$ cat config.mk
export PLATFORM = sky130hd
export DESIGN_NAME = cpu8_core
export DESIGN_NICKNAME = d
export VERILOG_FILES = /design/src/rtl/cpu8_pkg.sv /design/src/rtl/cpu8_ifq.sv /design/src/rtl/cpu8_rf.sv /design/src/rtl/cpu8_alu.sv /design/src/rtl/cpu8_core.sv
export SDC_FILE = /design/constraint.sdc
export NUM_CORES = 1
export LEC_CHECK = 0
export CAP_MARGIN = 10
export CORE_MARGIN = 2
export CORE_UTILIZATION = 65
export CTS_BUF_LIST = sky130_fd_sc_hd__clkbuf_4
export DETAILED_ROUTE_END_ITERATION = 12
export PLACE_DENSITY = 0.85
export SLEW_MARGIN = 40
export SYNTH_ARGS = -nofsm -noshare
export SYNTH_HDL_FRONTEND = slang
export SYNTH_SLANG_ARGS = --single-unit
$ cat constraint.sdc
create_clock -name clk_i -period 7.1 [get_ports clk_i]
set_input_delay 1.42 -clock clk_i [delete_from_list [all_inputs] [get_ports clk_i]]
set_output_delay 1.42 -clock clk_i [all_outputs]
set_load 0.01 [all_outputs]
$ cat src/rtl/cpu8_pkg.sv
package cpu8_pkg;
  localparam int XLEN = 8;
  localparam int ALEN = 10;
  localparam int RIDX = 3;
  localparam int OPW  = 4;
  localparam int IW   = OPW + RIDX + ALEN;

  typedef logic [OPW-1:0] opcode_t;
  localparam opcode_t OP_LDM   = 4'd0;
  localparam opcode_t OP_MOV   = 4'd1;
  localparam opcode_t OP_JMPR  = 4'd2;
  localparam opcode_t OP_GETPC = 4'd3;
  localparam opcode_t OP_ADD   = 4'd4;
  localparam opcode_t OP_CMPE  = 4'd5;
  localparam opcode_t OP_CMPL  = 4'd6;
  localparam opcode_t OP_SHF   = 4'd7;
  localparam opcode_t OP_BRZ   = 4'd8;
  localparam opcode_t OP_BRE   = 4'd9;
  localparam opcode_t OP_BRL   = 4'd10;
  localparam opcode_t OP_BROV  = 4'd11;
  localparam opcode_t OP_ST    = 4'd12;

  typedef struct packed {
    logic z;
    logic ov;
    logic eq;
    logic lt;
  } flags_t;
endpackage

$ cat src/rtl/cpu8_ifq.sv
module cpu8_ifq #(
  parameter int DEPTH = 4,
  parameter int IW    = 17,
  parameter int AW    = 10
) (
  input  logic          clk_i,
  input  logic          rst_ni,
  input  logic          flush_i,
  input  logic [AW-1:0] flush_pc_i,
  input  logic          pop_i,
  output logic          imem_en_o,
  output logic [AW-1:0] imem_addr_o,
  input  logic [IW-1:0] imem_rdata_i,
  output logic          head_vld_o,
  output logic [IW-1:0] head_word_o,
  output logic [AW-1:0] head_pc_o
);
  localparam int CW = $clog2(DEPTH + 1);
  localparam int PW = (DEPTH > 1) ? $clog2(DEPTH) : 1;

  logic [AW-1:0] pc_q, req_pc_q;
  logic          req_q;
  logic [CW-1:0] count_q;
  logic [PW-1:0] rd_ptr_q, wr_ptr_q;
  logic [IW-1:0] word_q [DEPTH];
  logic [AW-1:0] addr_q [DEPTH];
  logic          issue, push, pop;

  // in-flight fetch reserves a slot
  assign issue = !flush_i && ((count_q + CW'(req_q)) < CW'(DEPTH));
  assign push  = req_q && !flush_i;
  assign pop   = pop_i;

  assign imem_en_o   = issue;
  assign imem_addr_o = pc_q;
  assign head_vld_o  = (count_q != '0);
  assign head_word_o = word_q[rd_ptr_q];
  assign head_pc_o   = addr_q[rd_ptr_q];

  function automatic logic [PW-1:0] nxt(input logic [PW-1:0] p);
    return (p == PW'(DEPTH - 1)) ? '0 : p + 1'b1;
  endfunction

  always_ff @(posedge clk_i or negedge rst_ni) begin
    if (!rst_ni) begin
      pc_q     <= '0;
      req_pc_q <= '0;
      req_q    <= 1'b0;
      count_q  <= '0;
      rd_ptr_q <= '0;
      wr_ptr_q <= '0;
      for (int i = 0; i < DEPTH; i++) begin
        word_q[i] <= '0;
        addr_q[i] <= '0;
      end
    end else if (flush_i) begin
      pc_q     <= flush_pc_i;
      req_q    <= 1'b0;
      count_q  <= '0;
      rd_ptr_q <= '0;
      wr_ptr_q <= '0;
    end else begin
      req_q    <= issue;
      req_pc_q <= pc_q;
      if (issue) pc_q <= pc_q + 1'b1;
      if (push) begin
        word_q[wr_ptr_q] <= imem_rdata_i;
        addr_q[wr_ptr_q] <= req_pc_q;
        wr_ptr_q         <= nxt(wr_ptr_q);
      end
      if (pop) rd_ptr_q <= nxt(rd_ptr_q);
      count_q <= count_q + CW'(push) - CW'(pop);
    end
  end

  AST_Q_NO_OVERFLOW: assert property (@(posedge clk_i) disable iff (!rst_ni)
    (push && !pop) |-> (count_q < CW'(DEPTH)));
  AST_Q_NO_UNDERFLOW: assert property (@(posedge clk_i) disable iff (!rst_ni)
    pop |-> (count_q != '0));
  AST_Q_FLUSHED: assert property (@(posedge clk_i) disable iff (!rst_ni)
    flush_i |=> (!head_vld_o && !req_q));
endmodule

$ cat src/rtl/cpu8_rf.sv
module cpu8_rf #(
  parameter int NREG = 8,
  parameter int XLEN = 8,
  localparam int RW  = $clog2(NREG)
) (
  input  logic            clk_i,
  input  logic            rst_ni,
  input  logic [RW-1:0]   ra_idx_i,
  input  logic [RW-1:0]   rb_idx_i,
  output logic [XLEN-1:0] ra_o,
  output logic [XLEN-1:0] rb_o,
  input  logic            we_i,
  input  logic [RW-1:0]   w_idx_i,
  input  logic [XLEN-1:0] w_data_i
);
  logic [XLEN-1:0] regs_q [NREG];

  assign ra_o = regs_q[ra_idx_i];
  assign rb_o = regs_q[rb_idx_i];

  always_ff @(posedge clk_i or negedge rst_ni) begin
    if (!rst_ni) begin
      for (int i = 0; i < NREG; i++) regs_q[i] <= '0;
    end else if (we_i) begin
      regs_q[w_idx_i] <= w_data_i;
    end
  end
endmodule

$ cat src/rtl/cpu8_alu.sv
module cpu8_alu #(
  parameter int XLEN = 8
) (
  input  logic            shift_i,
  input  logic [XLEN-1:0] a_i,
  input  logic [XLEN-1:0] b_i,
  output logic [XLEN-1:0] res_o,
  output logic            z_o,
  output logic            ov_o,
  output logic            eq_o,
  output logic            lt_o
);
  logic [XLEN:0] wide;

  always_comb begin
    if (shift_i) wide = {a_i, 1'b0};
    else         wide = {1'b0, a_i} + {1'b0, b_i};
  end

  assign res_o = wide[XLEN-1:0];
  assign ov_o  = wide[XLEN];
  assign z_o   = (res_o == '0);
  assign eq_o  = (a_i == b_i);
  assign lt_o  = (a_i < b_i);
endmodule

$ cat src/rtl/cpu8_core.sv
module cpu8_core
  import cpu8_pkg::*;
#(
  parameter int QDEPTH = 4,
  parameter int NREG   = 8
) (
  input  logic            clk_i,
  input  logic            rst_ni,
  output logic            imem_en_o,
  output logic [ALEN-1:0] imem_addr_o,
  input  logic [IW-1:0]   imem_rdata_i,
  output logic            dmem_re_o,
  output logic            dmem_we_o,
  output logic [ALEN-1:0] dmem_addr_o,
  output logic [XLEN-1:0] dmem_wdata_o,
  input  logic [XLEN-1:0] dmem_rdata_i
);
  localparam int RW = $clog2(NREG);

  logic            head_vld;
  logic [IW-1:0]   head_word;
  logic [ALEN-1:0] head_pc;
  opcode_t         op;
  logic [RW-1:0]   ra_idx, rb_idx;
  logic [ALEN-1:0] fld;
  logic [XLEN-1:0] ra, rb, alu_res;
  logic            alu_z, alu_ov, alu_eq, alu_lt;
  flags_t          flags_q;
  logic            exec_ok, taken, redirect, st_fire, ld_fire;
  logic [ALEN-1:0] redirect_pc;
  logic            rf_we;
  logic [RW-1:0]   rf_widx;
  logic [XLEN-1:0] rf_wdata;
  logic            ld_pend_q, wr_pend_q;
  logic [RW-1:0]   ld_rd_q;
  logic [ALEN-1:0] wir_q;
  logic [XLEN-1:0] wres_q;

  assign op     = head_word[IW-1 -: OPW];
  assign ra_idx = head_word[ALEN +: RW];
  assign fld    = head_word[ALEN-1:0];
  assign rb_idx = fld[RW-1:0];

  cpu8_ifq #(.DEPTH(QDEPTH), .IW(IW), .AW(ALEN)) u_ifq (
    .clk_i, .rst_ni,
    .flush_i(redirect), .flush_pc_i(redirect_pc), .pop_i(exec_ok),
    .imem_en_o, .imem_addr_o, .imem_rdata_i,
    .head_vld_o(head_vld), .head_word_o(head_word), .head_pc_o(head_pc)
  );

  cpu8_rf #(.NREG(NREG), .XLEN(XLEN)) u_rf (
    .clk_i, .rst_ni,
    .ra_idx_i(ra_idx), .rb_idx_i(rb_idx), .ra_o(ra), .rb_o(rb),
    .we_i(rf_we), .w_idx_i(rf_widx), .w_data_i(rf_wdata)
  );

  cpu8_alu #(.XLEN(XLEN)) u_alu (
    .shift_i(op == OP_SHF), .a_i(ra), .b_i(rb), .res_o(alu_res),
    .z_o(alu_z), .ov_o(alu_ov), .eq_o(alu_eq), .lt_o(alu_lt)
  );

  // load data return and store-port conflicts both hold execute
  assign exec_ok = head_vld && !ld_pend_q && !(op == OP_LDM && wr_pend_q);
  assign st_fire = exec_ok && (op == OP_ST);
  assign ld_fire = exec_ok && (op == OP_LDM);

  always_comb begin
    case (op)
      OP_BRZ:  taken = flags_q.z;
      OP_BRE:  taken = flags_q.eq;
      OP_BRL:  taken = flags_q.lt;
      OP_BROV: taken = flags_q.ov;
      OP_JMPR: taken = 1'b1;
      default: taken = 1'b0;
    endcase
  end
  assign redirect    = exec_ok && taken;
  assign redirect_pc = (op == OP_JMPR) ? ALEN'(ra) : fld;

  always_comb begin
    rf_we    = 1'b0;
    rf_widx  = ra_idx;
    rf_wdata = alu_res;
    if (ld_pend_q) begin
      rf_we    = 1'b1;
      rf_widx  = ld_rd_q;
      rf_wdata = dmem_rdata_i;
    end else if (exec_ok) begin
      case (op)
        OP_MOV:         begin rf_we = 1'b1; rf_wdata = rb; end
        OP_GETPC:       begin rf_we = 1'b1; rf_wdata = head_pc[XLEN-1:0]; end
        OP_ADD, OP_SHF: rf_we = 1'b1;
        default:        rf_we = 1'b0;
      endcase
    end
  end

  always_ff @(posedge clk_i or negedge rst_ni) begin
    if (!rst_ni) begin
      flags_q   <= '0;
      ld_pend_q <= 1'b0;
      ld_rd_q   <= '0;
      wr_pend_q <= 1'b0;
      wir_q     <= '0;
      wres_q    <= '0;
    end else begin
      ld_pend_q <= ld_fire;
      if (ld_fire) ld_rd_q <= ra_idx;
      wr_pend_q <= st_fire;
      if (st_fire) begin
        wir_q  <= fld;
        wres_q <= ra;
      end
      if (exec_ok) begin
        case (op)
          OP_ADD, OP_SHF: begin flags_q.z <= alu_z; flags_q.ov <= alu_ov; end
          OP_CMPE:        flags_q.eq <= alu_eq;
          OP_CMPL:        flags_q.lt <= alu_lt;
          default: ;
        endcase
      end
    end
  end

  assign dmem_re_o    = ld_fire;
  assign dmem_we_o    = wr_pend_q;
  assign dmem_addr_o  = wr_pend_q ? wir_q : fld;
  assign dmem_wdata_o = wres_q;

  AST_DMEM_EXCLUSIVE: assert property (@(posedge clk_i) disable iff (!rst_ni)
    !(dmem_re_o && dmem_we_o));
  AST_STORE_RETIRE: assert property (@(posedge clk_i) disable iff (!rst_ni)
    st_fire |=> (dmem_we_o && dmem_addr_o == $past(fld) && dmem_wdata_o == $past(ra)));
  AST_LOAD_HOLDS_EXEC: assert property (@(posedge clk_i) disable iff (!rst_ni)
    ld_pend_q |-> !exec_ok);
  AST_LOAD_RETURN: assert property (@(posedge clk_i) disable iff (!rst_ni)
    ld_fire |=> rf_we);
  AST_FLAGS_STABLE_IDLE: assert property (@(posedge clk_i) disable iff (!rst_ni)
    !exec_ok |=> $stable(flags_q));
endmodule

Yosys cells after proc, flatten, opt, wreduce, memory -nomap -nowiden
Index checks and enable logic that the tools add are counted.

$add $sub $neg: 7. Magnitude comparators: 9. Eq/ne operators: 15. Multiplexer cells: 42. Bitwise logic cells: 6. Reductions and logical operators: 25.

Operators by type and width (count): $mux 8 (9); $bwmux 68 (1); $bwmux 64 (1); $mux 17 (3); $mux 10 (5); $bmux 8 s3 (2); $bwmux 40 (1); $bmux 17 s2 (1); $demux 17 s2 (1); $demux 8 s3 (1); $bmux 10 s2 (1); $demux 10 s2 (1); $eq 4x4->1 const B (5); $eq 4x3->1 const B (4); $pmux 8 s2 (1); $ge 4x4->1 const B (3); $mux 2 (6); $not 3->4 (3); $add 10x1->10 const B (1); $logic_and 1x1->1 (10); $add 8x8->9 (1); $mux 9 (1); $eq 4x2->1 const B (2); $eq 8x8->1 (1); other kinds (23) (39).

Bits in registers: 227. Input port bits: 27. Logic and storage cells: 135.

Depth between registers and ports, before layout
Gate-level depths: netlist of the first run.

Depth after elaboration: 14. Depth in mapped cells: 17. Gate-level depth less buffers: 15.

Cells and area by module
Synthesis of the first run repeated with hierarchy kept, for this count alone.

Cell total of the unflattened synthesis: 833. Area, all modules: 12504.5 µm².

By module, submodules not included: cpu8_ifq (instances 1, cells an instance 398, area each 6583.8 µm²); cpu8_rf (instances 1, cells an instance 201, area each 3539.6 µm²); cpu8_core (instances 1, cells an instance 140, area each 1714.1 µm²); cpu8_alu (instances 1, cells an instance 94, area each 666.9 µm²).

Worst setup path before layout of the first run
No wires, ideal clock.

Kind: reg-to-reg. From: reg u_ifq.rd_ptr_q[0]. To: reg flags_q[3] (netlist name). Setup time: 0.067 ns. Arrival time: 3.767 ns. Data required time: 7.033 ns. Setup slack: 3.266 ns. Cell stages (with the launch flop): 17. Path buffers: 3. Path through: dfrtp_1 buf_6 mux4_2 buf_4 buf_4 mux2i_1 a22oi_1 nand2_1 inv_1 ha_1 a21oi_1 o21bai_1 a2111o_1 o211ai_1 or3b_2 o41ai_1 a32o_1.

Cells in the longest elaborated chain, start to end: 11.

Ends and longest elaborated chain: from (decl) (RTL line cpu8_ifq.sv:24) `logic [PW-1:0] rd_ptr_q, wr_ptr_q;`; from (signal assigned) (RTL line cpu8_ifq.sv:71) `if (pop) rd_ptr_q <= nxt(rd_ptr_q);`; $not 2->3 (implied by the code) * (RTL line cpu8_ifq.sv:37) `assign head_word_o = word_q[rd_ptr_q];`; $bmux 17 s2 * (RTL line cpu8_ifq.sv:37); $mux 17 (implied by the code) * (2 in series) (RTL line cpu8_ifq.sv:37); $not 3->4 (implied by the code) * (RTL line cpu8_rf.sv:18) `assign ra_o = regs_q[ra_idx_i];`; $bmux 8 s3 * (RTL line cpu8_rf.sv:18); $mux 8 (implied by the code) * (2 in series) (RTL line cpu8_rf.sv:18); net ra[1] (RTL line cpu8_core.sv:26) `logic [XLEN-1:0] ra, rb, alu_res;`; $add 8x8->9 (RTL line cpu8_alu.sv:17) `else wide = {1'b0, a_i} + {1'b0, b_i};`; $mux 9 * (RTL line cpu8_alu.sv:16) `if (shift_i) wide = {a_i, 1'b0};`; $logic_not 8->1 * (RTL line cpu8_alu.sv:22) `assign z_o = (res_o == '0);`; to (decl) (RTL line cpu8_core.sv:28) `flags_t flags_q;`.

The timed path passes the listed nets; every way through them passes the cells marked *. The select of a mux whose other input is x is not followed. A chain may end at the register's enable or synchronous reset.

Worst setup path after layout of the first run
From: reg u_ifq.rd_ptr_q[1]. To: out imem_en_o.

Cells in the longest elaborated chain, start to end: 11.

Ends and longest elaborated chain: $not 2->3 (implied by the code) * (RTL line cpu8_ifq.sv:37); $bmux 17 s2 * (RTL line cpu8_ifq.sv:37); $mux 17 (implied by the code) * (2 in series) (RTL line cpu8_ifq.sv:37); parallel branches: the longest is 4 deep, another holds $pmux 1 s5; $logic_and 1x1->1 * (RTL line cpu8_core.sv:77) `assign redirect = exec_ok && taken;`; $logic_not 1->1 * (RTL line cpu8_ifq.sv:30) `assign issue = !flush_i && ((count_q + CW'(req_q)) < CW'(DEPTH));`; $logic_and 1x1->1 * (RTL line cpu8_ifq.sv:30); to (decl) (RTL line cpu8_core.sv:9) `output logic imem_en_o,`.

Mark *: on every way between the ends. The select of a mux whose other input is x is not followed.

==> results.cfg, run 1 <==
[sta]
rsz0062_at_grt = no
skew_ns = 0.06513
worst-slew-pin-transition_ns = 0.9033
setup_viol = 0
setup_slack_ns = 1.286
max_freq_mhz = 172.0
final.min_clock_period_ns = 5.814
setup_tns_ns = 0
hold_violations = 0
slew_headroom_pct = 39.78
slew_violations = 0
finalCritPeriodShare_pct = 81.89

[yosys]
synth_edf_count = 0
yosysUniqueCellTypes = 74
yosysSeqAreaShare_pct = 45.73
syn-cell-area_um2 = 11880
synth_warnings = 0
ys.flop_type = dfrtp_1
ys_async_sr_fraction_pct = 100.0
syn_avg_cell_area_um2 = 12.73
synthCells = 933
syn_nets = 986
ys_ff_latch = 217

[global_routing]
grt_pass1_wl_um = 47130
gr-total-overflow = 0
track_usage_pct = 31.07
grt_start_max_net_pins = 98
grt_pass1_vias = 8456
antenna_found_initial = 1

[place]
hpwl_um = 19500
post-place-ws_ns = 2.007
gp_congestion = 0.9463
io_buffers = 57

[critical_path]
cp.buffers_inverters = 2
critPathLaunchType = register
cpPeakStageDelay_ns = 0.93
cp.required_ns = 5.68
path_max_fanout = 23
endpoint_kind = output pin
r2r-start = u_ifq.rd_ptr_q[1]
path_cells = buf_4 -> mux4_2 -> nor2b_1 -> and2_1 -> a31oi_4 -> nor2_4 -> nor2b_1 -> clkdlybuf4s50_1
reg2regPathDepth = 12
r2r_end = u_rf.regs_q[6]
worst-setup-path-type = register to output pin
cpLargestDelayFamily = buffers and inverters
r2r_slack_ns = 1.79
crit_arrival_ns = 4.39
cpMostUsedCell = nor2b_1
cp_slowest_cell = dfrtp_1

[die]
rows = 49
die_w_um = 139.2
die_area_um2 = 19370
die_y_um = 139.2
start_util_pct = 66.11
core_area_um2 = 17960
io_pins = 58

[detailed_routing]
drc = 0
detail-route-antenna-nets = 0
via_count = 8207
vias_per_cell = 6.508
routed_wirelength_um = 29380
wl_per_cell_um = 23.30
first_pass_iters = 8
drt_iter0_drc = 660

[finish]
nNetsFinal = 1052
area_growth_pct = 9.947
nFillCells = 1179
drive_above_1_share_pct = 29.10

[clocking]
cts_sinks = 217
cts.htree.levels = 2
cts_buffer_depth = 3
root_buffer = clkbuf_4
hold_buffers = 0
post-cts-setup-buffer-count = 0
cts-resized-gates = 0
cts_tree = built
cts.clk_slew.worst_paths_ns = 0.07
clk_latency_ns = 0.71
cts_inserted_buffers = 56

[job]
maxCapViolCount = 0

[min_path]
min_path_cells = 1
min_from = flags_q[2]
hold_path.class = register to register
min_to = flags_q[2]

[outcome]
outcome = complete, no violations
worst max path at each step:
stage,depth (start not counted),slack [ns],endpoint,from
3_3_place_gp,7,1.97,imem_en_o,u_ifq.rd_ptr_q[0]
2_1_floorplan,16,3.27,flags_q[3],u_ifq.rd_ptr_q[0]
5_1_grt,8,1.14,imem_en_o,u_ifq.rd_ptr_q[1]
3_5_place_dp,13,2.01,u_rf.regs_q[6],u_ifq.rd_ptr_q[1]
6_report,8,1.29,imem_en_o,u_ifq.rd_ptr_q[1]
4_1_cts,8,1.30,imem_en_o,u_ifq.rd_ptr_q[1]
layout make-up:
cell class | instances | area, um^2 | area share (%)
antenna | 1 | 2.502 | 0.01917
clock buffer | 74 | 555.5 | 4.255
clock inverter | 16 | 72.57 | 0.5558
inverter | 26 | 97.59 | 0.7475
multi-input combinational | 634 | 5956 | 45.62
sequential | 217 | 5434 | 41.62
tap | 229 | 286.5 | 2.195
timing repair buffer | 64 | 651.9 | 4.993
registers in the layout, summed over array words and instances (netlist names):
signal and flops:
u_ifq.req_q 1, wir_q 10, u_ifq.word_q 68, dmem_wdata_o 8, u_ifq.req_pc_q 8, ld_rd_q 3, u_ifq.rd_ptr_q 2, u_ifq.count_q 3
u_rf.regs_q 64, u_ifq.imem_addr_o 10, ld_pend_q 1, u_ifq.wr_ptr_q 2, u_ifq.addr_q 32, flags_q 4, dmem_we_o 1
through the flow:
| stage | hold WS (ns) | util (%) | instance area [um^2] | instances |
|---|---|---|---|---|
| after global placement | 0.4655 | 68.96 | 12390 | 1169 |
| after CTS | 0.4902 | 72.64 | 13050 | 1260 |
| after detailed placement | 0.4766 | 69.14 | 12420 | 1170 |
| after global routing | 0.5140 | 72.68 | 13060 | 1261 |
| after floorplan | 0.4445 | - | 11880 | 933 |
| final | 0.4895 | 72.68 | 13060 | 1261 |
worst register-to-register path, stage by stage, from the launching register on:
cell      delay, ns
dfrtp_1        0.93
buf_4          0.37
mux4_4         0.78
mux2i_1        0.23
a22o_1         0.25
a221oi_2       0.61
ha_1           0.43
o21ai_0        0.15
a21oi_1        0.17
o41ai_1        0.42
o31ai_1        0.13
o21ai_1        0.45
o21ai_0        0.19
cells in the final DEF (no fill, tap or decap), drive strengths merged, types with 3 or more instances in the layout:
master	count
nand3	13
a21oi	26
dfrtp	217
o21ai	65
xnor2	4
clkdlybuf4s50	56
a31oi	6
clkinv	14
nand2	89
and3	3
mux2	143
clkbuf	74
nor3	15
nor4	3
or3	3
mux4	44
o31ai	5
and4	3
mux2i	60
nor2	35
or4	4
o21bai	3
xor2	11
ha	24
nor2b	7
buf	8
nand3b	5
inv	27
o211ai	9
a22oi	12
and2	10
metal layers:
layer  vias to the layer above  part of all wire (%)  track usage (%)
li1                       3594                     -                -
met1                      4178                    41            42.56
met2                       354                    49            49.83
met3                        81                   6.6            5.698
met4                         0                   3.2            12.65
met5                         -                     0                0
cell families after synthesis:
family          Yosys count  synth area share (%)
flops                   217                 45.73
compound gates          149                 8.629
fa+ha+maj                26                 2.866
mux                     247                 29.12
simple gates            197                 8.355
buf+inv                  82                 4.193
xor+xnor                 15                 1.106
cell usage after synthesis (10+ instances only):
| library cell | n | area (um^2) |
|---|---|---|
| ha_1 | 24 | 300.3 |
| clkbuf_1 | 18 | 67.56 |
| o21ai_1 | 10 | 50.05 |
| xor2_1 | 11 | 96.34 |
| o21ai_2 | 10 | 87.58 |
| a21oi_1 | 24 | 120.1 |
| inv_1 | 26 | 97.59 |
| o21ai_0 | 45 | 225.2 |
| buf_2 | 19 | 95.09 |
| nor3_1 | 15 | 75.07 |
| dfrtp_1 | 217 | 5430 |
| nand3_1 | 13 | 65.06 |
| nor2_1 | 29 | 108.9 |
| mux2_2 | 83 | 934.7 |
| a22oi_1 | 12 | 90.09 |
| mux4_2 | 40 | 900.9 |
| mux2i_1 | 58 | 580.6 |
| mux2_4 | 60 | 900.9 |
| nand2_1 | 89 | 334.1 |
| and2_1 | 10 | 62.56 |
Power of run 1 is not shown: default switching activity piles up to over one toggle a cycle in this logic, so the estimate is an artifact.
==> run 2: changes to the inputs <==
--- a/config.mk
+++ b/config.mk
@@ -7,10 +7,10 @@
 export LEC_CHECK = 0
 export CAP_MARGIN = 10
 export CORE_MARGIN = 2
-export CORE_UTILIZATION = 65
+export CORE_UTILIZATION = 57
 export CTS_BUF_LIST = sky130_fd_sc_hd__clkbuf_4
 export DETAILED_ROUTE_END_ITERATION = 12
-export PLACE_DENSITY = 0.85
+export PLACE_DENSITY = 0.79
 export SLEW_MARGIN = 40
 export SYNTH_ARGS = -nofsm -noshare
 export SYNTH_HDL_FRONTEND = slang
==> constraint.sdc (replaced) <==
create_clock -name clk_i -period 4.8 [get_ports clk_i]
set_input_delay 0.96 -clock clk_i [delete_from_list [all_inputs] [get_ports clk_i]]
set_output_delay 0.96 -clock clk_i [all_outputs]
set_load 0.01 [all_outputs]
==> results.cfg, run 2 (synthesis gave the netlist of run 1 again) <==
[detailed_routing]
wl_met3_um = 1947
detail-route-antenna-nets = 0
met2_length_um = 13220
wl_per_cell_um = 21.32
routed_wirelength_um = 28350
top_layer = met4
drc = 0
wl_met1_um = 12300
first_pass_iters = 5
drt_iter0_drc = 670
vias_per_cell = 6.093
via_count = 8104

[critical_path]
r2r_end = u_rf.regs_q[30]
cp_slowest_cell = clkdlybuf4s50_1
path_max_fanout = 11
path_cells = buf_4 -> mux4_2 -> mux4_2 -> a31oi_4 -> nor2_4 -> nor2b_1 -> clkdlybuf4s50_1
reg2regPathDepth = 15
critPathLaunchType = register
r2r_slack_ns = 0.36
cpLargestDelayFamily = multiplexers
cp.buffers_inverters = 2
r2r-start = u_ifq.rd_ptr_q[1]
cpPeakStageDelay_ns = 0.59
cp.required_ns = 3.84
worst-setup-path-type = register to output pin
cpMostUsedCell = mux4_2
endpoint_kind = output pin
crit_arrival_ns = 3.58

[clocking]
cts_buffer_depth = 3
cts_sinks = 217
cts_inserted_buffers = 58
root_buffer = clkbuf_4
cts.htree.levels = 2
cts_tree = built
cts.clk_slew.worst_paths_ns = 0.07
clk_latency_ns = 0.73

[global_routing]
grt_pass1_vias = 8174
grt_start_max_net_pins = 100
track_usage_pct = 26.47
gr-total-overflow = 0
grt_pass1_wl_um = 45110
antenna_found_initial = 1

[sta]
final.min_clock_period_ns = 4.543
setup_tns_ns = 0
rsz0062_at_grt = no
finalCritPeriodShare_pct = 94.64
setup_viol = 0
hold_slack_ns = 0.1364
skew_ns = 0.06696
setup_slack_ns = 0.2571
slew_headroom_pct = 49.53
slew_violations = 0
max_freq_mhz = 220.1
hold_violations = 0
worst-slew-pin-transition_ns = 0.7491

[finish]
reg.largest.list = u_ifq.word_q x68, u_rf.regs_q x64, u_ifq.addr_q x32
nFillCells = 1481
final_cell_mix = dfrtp_1 (215), nand2_1 (89), mux2_2 (83), clkbuf_4 (83), mux2_4 (60)
area_growth_pct = 12.57
drive_above_1_share_pct = 31.35
regArea_um2 = 5435
postLayoutCellArea_um2 = 13370
nNetsFinal = 1075
multi_input_area_um2 = 5984
largest_register_ffs = 68
top_register = u_ifq.word_q
layout_commonest_cell = dfrtp_1

[place]
place_area_um2 = 12590
io_buffers = 57
gp_congestion = 0.9469
hpwl_um = 19330
post-place-ws_ns = 0.3835

[die]
rows = 52
io_pins = 58
start_util_pct = 58.31
die_area_um2 = 22000
core_area_um2 = 20360
die_w_um = 148.3
die_y_um = 148.3

[outcome]
outcome = complete, no violations

[job]
maxCapViolCount = 0

[min_path]
hold_path.class = input port to asynchronous set/reset pin
[run 2: cell count changes in the layout (fill, tap and decap cells not counted), moves of 2 or more]
cell      delta
buf_12       +2
clkinv_1     -3
mux4_2       +2
buf_4       +19
inv_6        +2
clkbuf_4     +9
[run 2: worst max path at each step]
stage                      start         endpoint  slack, ns  depth (start not counted)
2_1_floorplan  u_ifq.rd_ptr_q[0]       flags_q[3]       0.97                         16
3_3_place_gp   u_ifq.rd_ptr_q[1]       flags_q[3]       0.43                         14
3_5_place_dp   u_ifq.rd_ptr_q[1]  u_rf.regs_q[46]       0.38                         15
4_1_cts        u_ifq.rd_ptr_q[0]        imem_en_o      0.008                          8
5_1_grt        u_ifq.rd_ptr_q[0]        dmem_re_o       0.07                          6
6_report       u_ifq.rd_ptr_q[1]        imem_en_o       0.26                          7
[run 2: stage by stage]
| stage | util, % | cells |
|---|---|---|
| after CTS | 65.39 | 1327 |
| final | 65.64 | 1330 |
| after global placement | 61.84 | 1229 |
| after floorplan | - | 933 |
| after detailed placement | 61.85 | 1229 |
| after global routing | 65.64 | 1330 |
[run 2: worst register-to-register path, stage by stage, from the launching register on]
cell and delay (ns):
dfrtp_2 0.53, buf_4 0.27, mux4_2 0.45, nor2b_1 0.54
a22oi_1 0.23, nand2_1 0.20, inv_1 0.11, ha_1 0.35
nor2b_1 0.14, o21ai_0 0.21, a21oi_1 0.16, o31a_1 0.30
o31ai_1 0.28, o21ai_1 0.10, buf_4 0.18, o31ai_1 0.22
[run 2: cell type report]
class / count / share of cell area [%]
diodes: 1 / 0.01872
clock buffers: 83 / 4.661
clock inverters: 14 / 0.4774
inverters: 26 / 0.7301
multi-input cells: 635 / 44.77
flip-flops and latches: 217 / 40.66
well taps: 270 / 2.527
repair buffers: 84 / 6.159
[run 2: layer usage]
layer  global-route usage [%]  vias to the layer above
met5                        0                        -
met4                    10.81                        0
met3                    5.491                       60
met2                    40.49                      313
met1                    37.38                     4102
li1                         -                     3629
[run 2: timing repair]
item / 4_1_cts / 5_1_grt
pin swaps: 0 / 0
setup buffers: 0 / 1
hold buffers: 0 / 0
gates cloned: 1 / 0
hold endpoints to repair: 0 / 0
resized for setup: 3 / 4
setup endpoints to repair: 2 / 2
Power of run 2 is left out for the same reason.
==> run 3: changes to the inputs <==
--- a/config.mk
+++ b/config.mk
@@ -6,7 +6,7 @@
 export NUM_CORES = 1
 export LEC_CHECK = 0
 export CAP_MARGIN = 10
-export CORE_MARGIN = 2
+export CORE_MARGIN = 1.5
 export CORE_UTILIZATION = 57
 export CTS_BUF_LIST = sky130_fd_sc_hd__clkbuf_4
 export DETAILED_ROUTE_END_ITERATION = 12
==> results.cfg, run 3 (synthesis gave the netlist of run 1 again) <==
[global_routing]
grt_use_met3_pct = 5.559
grtUsageMet1_pct = 38.61
antenna_found_initial = 1
grt_start_max_net_pins = 101
met2_usage_pct = 45.19
track_usage_pct = 28.43
gr-total-overflow = 0
busiest_layer = met2
grt_pass1_vias = 8546
grt_pass1_wl_um = 47600

[sta]
worst-slew-pin-transition_ns = 0.7945
max_freq_mhz = 219.5
setup_viol = 0
final.min_clock_period_ns = 4.556
hold_violations = 0
slew_headroom_pct = 46.48
rsz0062_at_grt = no
finalCritPeriodShare_pct = 94.93
skew_ns = 0.05554
slew_violations = 0
setup_tns_ns = 0

[clocking]
clk_latency_ns = 0.73
cts.htree.levels = 2
cts_buffer_depth = 3
cts_sinks = 217
root_buffer = clkbuf_4
cts_inserted_buffers = 58
cts_tree = built
cts.clk_slew.worst_paths_ns = 0.07

[critical_path]
reg2regPathDepth = 14
cp.buffers_inverters = 3
critPathLaunchType = register
crit_arrival_ns = 3.60
path_max_fanout = 6
worst-setup-path-type = register to output pin
path_cells = buf_4 -> buf_4 -> mux4_2 -> mux4_2 -> a31oi_4 -> nor2_4 -> nor2b_1 -> clkdlybuf4s50_1
cp.required_ns = 3.84
r2r_end = u_rf.regs_q[46]
cpLargestDelayFamily = multiplexers
cpPeakStageDelay_ns = 0.61
cp_slowest_cell = mux4_2
endpoint_kind = output pin
r2r_slack_ns = 0.50
r2r-start = u_ifq.rd_ptr_q[0]

[finish]
largest_register_ffs = 68
regArea_um2 = 5433
drive_above_1_share_pct = 31.42
nFillCells = 1482
top_register = u_ifq.word_q
nNetsFinal = 1075
reg.largest.list = u_ifq.word_q x68, u_rf.regs_q x64, u_ifq.addr_q x32
multi_input_area_um2 = 5976
postLayoutCellArea_um2 = 13350
layout_commonest_cell = dfrtp_1
area_growth_pct = 12.45
final_cell_mix = dfrtp_1 (215), nand2_1 (89), clkbuf_4 (84), mux2_2 (83), mux2_4 (60)

[detailed_routing]
first_pass_iters = 5
wl_per_cell_um = 22.06
via_count = 8104
vias_per_cell = 6.084
routed_wirelength_um = 29380
drc = 0
detail-route-antenna-nets = 0
drt_iter0_drc = 663

[die]
die_y_um = 147.3
io_pins = 58
core_area_um2 = 20360
start_util_pct = 58.31
die_area_um2 = 21710
rows = 52
die_w_um = 147.3

[outcome]
outcome = complete, no violations

[place]
hpwl_um = 19360
io_buffers = 57
place_area_um2 = 12590
gp_congestion = 0.9568

[min_path]
hold_path.class = input port to asynchronous set/reset pin

[job]
maxCapViolCount = 0
==> run 3: how the worst max path moves through the flow <==
stage	endpoint	start	slack [ns]	cells past startpoint
3_5_place_dp	u_rf.regs_q[46]	u_ifq.rd_ptr_q[1]	0.49	13
2_1_floorplan	flags_q[3]	u_ifq.rd_ptr_q[0]	0.97	16
3_3_place_gp	u_rf.regs_q[21]	u_ifq.rd_ptr_q[0]	0.57	13
6_report	imem_en_o	u_ifq.rd_ptr_q[0]	0.24	8
4_1_cts	imem_en_o	u_ifq.rd_ptr_q[0]	0.05	8
5_1_grt	imem_en_o	u_ifq.rd_ptr_q[0]	0.12	8
==> run 3: timing repair <==
| item | in CTS | in global routing |
|---|---|---|
| pin swaps | 0 | 0 |
| setup endpoints to repair | 1 | 2 |
| setup buffers | 1 | 1 |
| resized for setup | 1 | 1 |
| hold buffers | 0 | 0 |
| gates cloned | 1 | 0 |
==> run 3: per-layer routing <==
metal | wire, um | vias to the layer above
li1 | - | 3633
met1 | 12670 | 4119
met4 | 837 | 0
met5 | 0 | -
met3 | 1936 | 61
met2 | 13940 | 291
==> run 3: cell type report <==
type                    instances  area share, %
well taps                     270          2.530
inverters                      26         0.7308
flip-flops and latches        217          40.68
repair buffers                 84          6.071
clock buffers                  84          4.722
diodes                          2        0.03748
multi-input cells             635          44.75
clock inverters                14         0.4778
==> run 3: stage by stage <==
step	hold slack (ns)	utilization, %	cells	worst slack [ns]
2_1_floorplan	0.4445	-	933	0.9656
3_3_place_gp	0.4584	61.81	1228	0.5737
3_5_place_dp	0.4676	61.81	1228	0.4922
4_1_cts	0.3131	65.37	1328	0.05071
5_1_grt	0.07347	65.56	1331	0.1194
6_report	0.09376	65.58	1332	0.2435
Power of run 3 is left out for the same reason.
